**config.mk**
```make
export PLATFORM = sky130hd
export DESIGN_NAME = regfile_addr_unit
export DESIGN_NICKNAME = d
export VERILOG_FILES = /design/src/rtl/rfau_pkg.sv /design/src/rtl/rfau_bank_regs.sv /design/src/rtl/rfau_addr_map.sv /design/src/rtl/rfau_decode.sv /design/src/rtl/regfile_addr_unit.sv
export SDC_FILE = /design/constraint.sdc
export NUM_CORES = 1
export LEC_CHECK = 0
export BUFFER_PORTS_ARGS = -buffer_cell sky130_fd_sc_hd__buf_4
export CAP_MARGIN = 20
export CORE_UTILIZATION = 39
export CTS_CLUSTER_SIZE = 20
export DETAILED_ROUTE_END_ITERATION = 16
export PLACE_DENSITY = 0.7
export RECOVER_POWER = 100
export SLEW_MARGIN = 20
export SYNTH_ARGS = -nofsm -noshare
export SYNTH_HDL_FRONTEND = slang
export SYNTH_SLANG_ARGS = --single-unit
```
**constraint.sdc**
```tcl
create_clock -name clk -period 1.6 [get_ports clk]
set_input_delay 0.16 -clock clk [delete_from_list [all_inputs] [get_ports clk]]
set_output_delay 0.16 -clock clk [all_outputs]
set_load 0.03 [all_outputs]
```
**src/rtl/rfau_pkg.sv**
```systemverilog
package rfau_pkg;

  // Indices into the one-hot shared-register select.
  typedef enum logic [1:0] {
    SH_PCL    = 2'd0,
    SH_STATUS = 2'd1,
    SH_PTR    = 2'd2,
    SH_PCLATH = 2'd3
  } shared_idx_e;

  localparam int unsigned N_SHARED = 4;
  localparam int unsigned SFR_SPAN = 32;
  localparam int unsigned COMMON_BASE = 112;

  // In-bank offset of each bank-shared core register.
  function automatic logic [6:0] shared_offset(input int unsigned idx);
    case (idx)
      0:       shared_offset = 7'h02;
      1:       shared_offset = 7'h03;
      2:       shared_offset = 7'h04;
      default: shared_offset = 7'h0A;
    endcase
  endfunction

endpackage

```
**src/rtl/rfau_bank_regs.sv**
```systemverilog
module rfau_bank_regs #(
  parameter int unsigned DATA_W = 8,
  parameter int unsigned PTR_W  = 8,
  parameter int unsigned SB_W   = 3
) (
  input  logic              clk,
  input  logic              rst_n,
  input  logic              wr_ptr,
  input  logic              wr_stat,
  input  logic [DATA_W-1:0] wr_data,
  output logic [PTR_W-1:0]  ptr_q,
  output logic [SB_W-1:0]   sb_q
);

  // Reset synchronizer: asserts at once, releases on the clock.
  logic rst_meta;
  logic rst_int_n;

  always_ff @(posedge clk or negedge rst_n) begin
    if (!rst_n) begin
      rst_meta  <= 1'b0;
      rst_int_n <= 1'b0;
    end else begin
      rst_meta  <= 1'b1;
      rst_int_n <= rst_meta;
    end
  end

  // Next-state logic.
  logic             ptr_en;
  logic             sb_en;
  logic [PTR_W-1:0] ptr_d;
  logic [SB_W-1:0]  sb_d;

  always_comb begin
    ptr_en = wr_ptr;
    sb_en  = wr_stat;
    ptr_d  = wr_data[PTR_W-1:0];
    sb_d   = wr_data[DATA_W-1 -: SB_W];
  end

  // State registers with explicit clock enables.
  always_ff @(posedge clk or negedge rst_int_n) begin
    if (!rst_int_n) begin
      ptr_q <= '0;
    end else if (ptr_en) begin
      ptr_q <= ptr_d;
    end
  end

  always_ff @(posedge clk or negedge rst_int_n) begin
    if (!rst_int_n) begin
      sb_q <= '0;
    end else if (sb_en) begin
      sb_q <= sb_d;
    end
  end

  p_ptr_load_r6: assert property (@(posedge clk) disable iff (!rst_int_n)
    wr_ptr |=> (ptr_q == $past(wr_data[PTR_W-1:0])));
  p_ptr_hold_r6: assert property (@(posedge clk) disable iff (!rst_int_n)
    !wr_ptr |=> $stable(ptr_q));
  p_bank_load_r7: assert property (@(posedge clk) disable iff (!rst_int_n)
    wr_stat |=> (sb_q == $past(wr_data[DATA_W-1 -: SB_W])));
  p_bank_hold_r7: assert property (@(posedge clk) disable iff (!rst_int_n)
    !wr_stat |=> $stable(sb_q));

endmodule

```
**src/rtl/rfau_addr_map.sv**
```systemverilog
module rfau_addr_map #(
  parameter int unsigned OFS_W  = 7,
  parameter int unsigned BANK_W = 2,
  parameter int unsigned PTR_W  = 8,
  parameter int unsigned SB_W   = 3,
  parameter int unsigned PHYS_W = 9
) (
  input  logic [OFS_W-1:0]  ofs,
  input  logic [PTR_W-1:0]  ptr_q,
  input  logic [SB_W-1:0]   sb_q,
  output logic              indirect,
  output logic [PHYS_W-1:0] raw_addr
);

  localparam int unsigned IRP_W = PHYS_W - PTR_W;

  logic [PHYS_W-1:0] dir_addr;
  logic [PHYS_W-1:0] ind_addr;

  always_comb begin
    indirect = (ofs == '0);
    dir_addr = {sb_q[BANK_W-1:0], ofs};
    ind_addr = {sb_q[SB_W-1 -: IRP_W], ptr_q};
    raw_addr = indirect ? ind_addr : dir_addr;
  end

endmodule

```
**src/rtl/rfau_decode.sv**
```systemverilog
module rfau_decode
  import rfau_pkg::*;
#(
  parameter int unsigned OFS_W  = 7,
  parameter int unsigned PHYS_W = 9
) (
  input  logic                acc_en,
  input  logic                indirect,
  input  logic [PHYS_W-1:0]   raw_addr,
  output logic [PHYS_W-1:0]   phys_addr,
  output logic [N_SHARED-1:0] shared_sel,
  output logic                common_hit,
  output logic                sfr_zone,
  output logic                null_ptr
);

  logic [OFS_W-1:0]    low;
  logic [N_SHARED-1:0] sh_match;

  assign low = raw_addr[OFS_W-1:0];

  for (genvar i = 0; i < N_SHARED; i++) begin : g_shared
    assign sh_match[i] = (low == OFS_W'(shared_offset(i)));
  end

  logic in_common;
  logic folded;

  always_comb begin
    in_common  = (low >= OFS_W'(COMMON_BASE));
    null_ptr   = indirect && (low == '0);
    folded     = in_common || (|sh_match);
    shared_sel = acc_en ? sh_match : '0;
    common_hit = acc_en && in_common;
    sfr_zone   = acc_en && (low < OFS_W'(SFR_SPAN));
    if (null_ptr) begin
      phys_addr = '0;
    end else if (folded) begin
      phys_addr = {{(PHYS_W-OFS_W){1'b0}}, low};
    end else begin
      phys_addr = raw_addr;
    end
  end

  p_shared_onehot_r4: assert final ($onehot0(shared_sel));
  p_common_vs_shared_r3: assert final (!(common_hit && (|shared_sel)));

endmodule

```
**src/rtl/regfile_addr_unit.sv**
```systemverilog
module regfile_addr_unit
  import rfau_pkg::*;
#(
  parameter int unsigned OFS_W  = 7,
  parameter int unsigned BANK_W = 2,
  parameter int unsigned DATA_W = 8
) (
  input  logic                       clk,
  input  logic                       rst_n,
  input  logic                       acc_en,
  input  logic                       wr_en,
  input  logic [OFS_W-1:0]           file_addr,
  input  logic [DATA_W-1:0]          wr_data,
  output logic [OFS_W+BANK_W-1:0]    phys_addr,
  output logic [N_SHARED-1:0]        shared_sel,
  output logic                       common_hit,
  output logic                       sfr_zone,
  output logic                       null_acc,
  output logic                       wr_out,
  output logic [OFS_W:0]             fsr_val,
  output logic [2*BANK_W-2:0]        bank_sel
);

  localparam int unsigned PHYS_W = OFS_W + BANK_W;
  localparam int unsigned PTR_W  = OFS_W + 1;
  localparam int unsigned SB_W   = 2 * BANK_W - 1;

  logic              indirect;
  logic [PHYS_W-1:0] raw_addr;
  logic              wr_ptr;
  logic              wr_stat;

  rfau_addr_map #(
    .OFS_W (OFS_W),
    .BANK_W(BANK_W),
    .PTR_W (PTR_W),
    .SB_W  (SB_W),
    .PHYS_W(PHYS_W)
  ) u_map (
    .ofs     (file_addr),
    .ptr_q   (fsr_val),
    .sb_q    (bank_sel),
    .indirect(indirect),
    .raw_addr(raw_addr)
  );

  rfau_decode #(
    .OFS_W (OFS_W),
    .PHYS_W(PHYS_W)
  ) u_dec (
    .acc_en    (acc_en),
    .indirect  (indirect),
    .raw_addr  (raw_addr),
    .phys_addr (phys_addr),
    .shared_sel(shared_sel),
    .common_hit(common_hit),
    .sfr_zone  (sfr_zone),
    .null_ptr  (null_acc)
  );

  always_comb begin
    wr_out  = acc_en && wr_en && !null_acc;
    wr_ptr  = wr_out && shared_sel[SH_PTR];
    wr_stat = wr_out && shared_sel[SH_STATUS];
  end

  rfau_bank_regs #(
    .DATA_W(DATA_W),
    .PTR_W (PTR_W),
    .SB_W  (SB_W)
  ) u_regs (
    .clk    (clk),
    .rst_n  (rst_n),
    .wr_ptr (wr_ptr),
    .wr_stat(wr_stat),
    .wr_data(wr_data),
    .ptr_q  (fsr_val),
    .sb_q   (bank_sel)
  );

  p_general_bank_r1: assert property (@(posedge clk) disable iff (!rst_n)
    (acc_en && file_addr >= OFS_W'(32) && file_addr < OFS_W'(COMMON_BASE))
      |-> (phys_addr[PHYS_W-1 -: BANK_W] == bank_sel[BANK_W-1:0]));
  p_folded_bank0_r4: assert property (@(posedge clk) disable iff (!rst_n)
    (common_hit || (|shared_sel)) |-> (phys_addr[PHYS_W-1 -: BANK_W] == '0));
  p_null_no_write_r5: assert property (@(posedge clk) disable iff (!rst_n)
    null_acc |-> !wr_out);
  p_idle_quiet_r9: assert property (@(posedge clk) disable iff (!rst_n)
    !acc_en |-> (shared_sel == '0 && !wr_out && !common_hit));

endmodule

```
==> summary.md, run 1 <==
| Metric | Value |
|---|---|
| Final HPWL DP | 2.38 mm |
| Status | aborted with a tool error |
| Ys Warns | 0 |
| TritonCTS buffer count | 3 |
| Root Buffer | clkbuf_4 |
| Post-synthesis sequential area ratio | 37.1% |
| Post-Syn Area | 877 sq um |
| Synth Area per Inst | 9.75 sq um |
| Port Buffers | 46 |
| Htree depth | 1 |
| Worst ep type | output port |
| Post-synthesis register bit count | 13 |
| Largest net degree at the start of global routing | 12 |
| Die width | 49.4 microns |
| Syn nets | 109 |
| I/O pins | 47 |
| Crit. endpoint post-GRT repair | shared_sel[3] |
| Starting density of the core | 43.0% |
| Halt point of the flow | global routing (5_1_grt) |
| Core Rows | 16 |
| Synth Instances | 90 |
| CTS max path bufs | 2 |
| Log Error | [ERROR DPL-0038] Utilization greater than 100%, impossible to legalize |
| Count of different cell masters after synthesis | 36 |
| Sink Count | 13 |
| GPL Wtd Cong | 0.852 |
| Die Y-Extent | 49.4 microns |
Yosys cell counts:
library cell / instances / area [sq um]
nor4_2: 1 / 12.5
conb_1: 1 / 3.75
o21ai_0: 2 / 10.0
nand2b_1: 2 / 12.5
nor4_1: 3 / 18.8
o211ai_1: 1 / 7.51
o21ai_2: 1 / 8.76
a311oi_1: 1 / 8.76
nor2_1: 6 / 22.5
a21oi_1: 3 / 15.0
nand3b_1: 1 / 7.51
and2_1: 3 / 18.8
or4b_1: 1 / 10.0
or2_2: 1 / 6.26
nor2b_1: 1 / 6.26
nand4_1: 1 / 6.26
nand2_1: 6 / 22.5
nand3_1: 1 / 5.00
o41ai_4: 1 / 27.5
nor3_1: 5 / 25.0
buf_4: 1 / 7.51
a211oi_1: 1 / 7.51
mux2_2: 9 / 101
a31oi_1: 1 / 6.26
and4_1: 1 / 8.76
mux2i_1: 2 / 20.0
or3_1: 1 / 6.26
mux2_1: 2 / 22.5
a41o_1: 2 / 20.0
nor3_2: 1 / 10.0
nor2b_4: 1 / 13.8
or4_4: 1 / 11.3
a41oi_1: 2 / 17.5
inv_1: 9 / 33.8
o2bb2a_1: 1 / 10.0
dfrtp_1: 13 / 325
cell families after synthesis:
kind of cell | count (synthesis) | synth area share [%]
AOI/OAI and AO/OA | 16 | 15.8
buffers and inverters | 10 | 4.71
DFF | 13 | 37.1
muxes | 13 | 16.4
other | 1 | 0.428
and+or+nand+nor | 37 | 25.5
timing repair:
action,in CTS
hold buffers,1
setup buffers,5
cloned,0
pin swaps,11
endpoints found under the hold margin,2
resized for setup,37
endpoints found under the setup margin,24
stage by stage:
stage               setup WS [ns]  hold WS [ns]  cells  setup TNS [ns]  instance area (sq um)
floorplan                  -0.374        -0.136     90           -5.26                    983
global placement           -0.487       -0.0587    198           -7.81                   1620
detailed placement         -0.445       -0.0566    198           -7.53                   1620
CTS                        -0.381        0.0825    208           -7.14                   1860
==> run 2: changes to the inputs <==
--- a/config.mk
+++ b/config.mk
@@ -7,10 +7,10 @@
 export LEC_CHECK = 0
 export BUFFER_PORTS_ARGS = -buffer_cell sky130_fd_sc_hd__buf_4
 export CAP_MARGIN = 20
-export CORE_UTILIZATION = 39
-export CTS_CLUSTER_SIZE = 20
+export CORE_AREA = 2 2 63 65
 export DETAILED_ROUTE_END_ITERATION = 16
-export PLACE_DENSITY = 0.7
+export DIE_AREA = 0 0 65 67
+export PLACE_DENSITY_LB_ADDON = 0.15
 export RECOVER_POWER = 100
 export SLEW_MARGIN = 20
 export SYNTH_ARGS = -nofsm -noshare
==> constraint.sdc (replaced) <==
create_clock -name clk -period 2.1 [get_ports clk]
set_input_delay 0.21 -clock clk [delete_from_list [all_inputs] [get_ports clk]]
set_output_delay 0.21 -clock clk [all_outputs]
set_load 0.03 [all_outputs]
==> summary.md, run 2 <==
| Metric | Value |
|---|---|
| Status | complete, no violations (was aborted with a tool error) |
| CTS tree | built |
| Setup CP Type | input port to primary output |
| Leakage power total | 0.735 nW |
| Port Buffers | 46 (unchanged) |
| Htree depth | 1 (unchanged) |
| Antenna violations before repair | 0 |
| Final layout net count | 185 |
| Max_cap viols | 0 |
| Clock latency on the worst-skew pair | 0.24 ns |
| Register-to-Register Path Depth | 6 |
| Post-Syn Area | 877 sq um (unchanged) |
| Tot GR Track Use | 13.7% |
| Commonest non-fill, non-tap cell in the layout | buf_4 |
| Via count | 1008 |
| Reg-to-Reg Start | u_regs.ptr_q[5]$_DFFE_PN0P_ |
| Post-synth ARST share | 100% (unchanged) |
| Max-slew violation count | 0 |
| CP endpoint | phys_addr[7] |
| Post-Synth Simple-Gate Area | 25.5% (unchanged) |
| Mux cell area share after synthesis | 16.4% (unchanged) |
| GPL Wtd Cong | 0.815 (was 0.852) |
| Crit path launch type | input port |
| Final core occ | 42.8% |
| Fmax | 486 MHz |
| Core Rows | 22 (was 16) |
| Most common cell in the netlist | dfrtp_1 (unchanged) |
| Final period util | 98.1% |
| Hold Fails Final Rpt | 0 |
| Global route overflow | 0 |
| Ant. Diodes | 0 |
| Top FF cell, synth | dfrtp_1 (unchanged) |
| DP Cell Count | 208 (was 198) |
| Ys Warns | 0 (unchanged) |
| Root Buffer | clkbuf_8 (was clkbuf_4) |
| CP required | 1.89 ns |
| Largest net degree at the start of global routing | 12 |
| Reg2reg end | u_regs.sb_q[2]$_DFFE_PN0P_ |
| Die width | 65 microns (was 49.4 microns) |
| Setup slack, reg-to-reg | 0.09 ns |
| CTS max path bufs | 2 (unchanged) |
| Area delta synth->final | 76.0% |
| Clock slew at reported path FFs | 0.05 ns |
| Most frequent cells in the layout | buf_4 (53), clkbuf_1 (16), dfrtp_1 (11), mux2_2 (9), inv_1 (8) |
| Synth Instances | 90 (unchanged) |
| Biggest register | u_regs.ptr_q |
| Max VDD drop | 404 uV |
| Final HPWL DP | 2.40 mm (was 2.38 mm) |
| Die Y-Extent | 67 microns (was 49.4 microns) |
| Endpoint type of the worst setup path | primary output |
| DR pass1 iterations | 4 |
| Routed vias/inst | 4.73 |
| Post-route ant nets | 0 |
| Syn nets | 109 (unchanged) |
| Most frequent cells after synthesis | dfrtp_1 (13), inv_1 (9), mux2_2 (9), nand2_1 (6), nor2_1 (6) (unchanged) |
| CORE AREA | 3610 sq um |
| Post-synth EDFFs | 0 (unchanged) |
| Final wirelength | 2.96 mm |
| DR WL/cell | 13.9 microns |
| Count of different cell masters after synthesis | 36 (unchanged) |
| Die area | 4360 sq um |
| Final worst clock skew | 0.00198 ns |
| Synth area leaders | dfrtp_1 (37%), mux2_2 (12%), inv_1 (3.9%) (unchanged) |
| Final min period | 2.06 ns |
| CP max FO | 4 |
| Top cell type's share of synthesized area | 37.1% (unchanged) |
| Final Setup Violations | 0 |
| Max reg flops | 8 |
| I/O pins | 47 (unchanged) |
| Hold Path Class | register to async pin |
| Adder-Cell Fraction of Synth Area | 0% (unchanged) |
| Top cell type by total area after synthesis | dfrtp_1 (unchanged) |
| Worst setup path startpoint | file_addr[6] |
| Non-Filler Instances | 213 |
| Post-synthesis sequential area ratio | 37.1% (unchanged) |
| Vias in the first global route | 959 |
| DRC | 0 |
| Fillers | 376 |
| Final hold slack | 0.173 ns |
| Synth Area per Inst | 9.75 sq um (unchanged) |
| Largest family of logic cells by synthesized area | simple AND/OR/NAND/NOR gates (unchanged) |
| TritonCTS buffer count | 3 (unchanged) |
| RSZ-0062 raised after global routing | true |
| Initial DRC Count | 21 |
| Post-Synth XOR/XNOR Area | 0% (unchanged) |
| Setup TNS | 0 ns |
| Compound-Gate Fraction of Synth Area | 15.8% (unchanged) |
| First-pass GRT wire length | 4.55 mm |
| Sink Count | 13 (unchanged) |
| Starting density of the core | 24.3% (was 43.0%) |
| Top flop regs | u_regs.ptr_q (8), u_regs.sb_q (3) |
| Pwr dens | 460 nW/um^2 |
| Layout cells sized above 1 | 53.9% |
| Post-synthesis register bit count | 13 (unchanged) |
| Worst Path Arrival | 1.85 ns |
run 2: worst min path at each step:
stage	startpoint	end	slack (ns)	cells after the start
after floorplan	rst_n	u_regs.rst_int_n$_DFF_PN0_	-0.09	0
after global placement	rst_n	u_regs.rst_meta$_DFF_PN0_	-0.008	1
after detailed placement	rst_n	u_regs.rst_int_n$_DFF_PN0_	-0.005	1
after CTS	wr_data[1]	u_regs.ptr_q[1]$_DFFE_PN0P_	0.18	2
after global routing	wr_data[1]	u_regs.ptr_q[1]$_DFFE_PN0P_	0.19	2
final	u_regs.rst_int_n$_DFF_PN0_	u_regs.sb_q[0]$_DFFE_PN0P_	0.17	0
run 2: where the power goes:
part           switching (mW)  leakage [nW]  internal, mW
Combinational           0.120         0.541        0.0964
Clock                  0.0831        0.0228         0.134
Sequential             0.0145         0.172         0.263
Total                   0.217         0.735         0.493
run 2: kinds of logic (layout without fill, tap and decap cells):
family / Yosys count / in the layout
and+or+nand+nor: 37 / 37
AOI/OAI and AO/OA: 16 / 16
muxes: 13 / 13
DFF: 13 / 13
buffers and inverters: 10 / 85
other: 1 / 1
run 2: critical path, cell delays in order:
cell and delay [ns]:
buf_4 0.12, or4_4 0.57, buf_4 0.18, nor4_2 0.14, buf_4 0.18, mux2i_1 0.22
nor3_2 0.06, buf_4 0.16
run 2: metal layers:
| metal | vias to the layer above | track usage (%) | share of wire (%) |
|---|---|---|---|
| li1 | 484 | - | - |
| met1 | 488 | 17.2 | 44 |
| met2 | 34 | 24.7 | 51 |
| met3 | 2 | 1.01 | 5.5 |
| met4 | 0 | 4.79 | 0.14 |
| met5 | - | 0 | 0 |
run 2: what timing repair did:
item,4_1_cts,5_1_grt
hold endpoints to repair,2,0
resized for setup,6,8
setup buffers,1,0
setup endpoints to repair,20,18
hold buffers,1,0
pin swaps,4,7
run 2: through the flow:
stage	area [sq um]	worst slack (ns)	total power, mW
after floorplan	896	-0.00391	0.375
after global placement	1480	-0.0276	0.494
after detailed placement	1480	-0.0460	0.496
after CTS	1570	0.000327	0.730
after global routing	1540	-0.0534	0.753
final	1540	0.0408	0.710
run 2: area by class of cell:
class / count / area [sq um] / share of cell area, %
tap: 48 / 60.1 / 3.89
clock buffer: 4 / 45.0 / 2.92
sequential: 13 / 328 / 21.2
timing repair buffer: 72 / 494 / 32.0
multi-input combinational: 67 / 583 / 37.8
inverter: 9 / 33.8 / 2.19
Note: power is estimated with default switching activity, not from simulation.
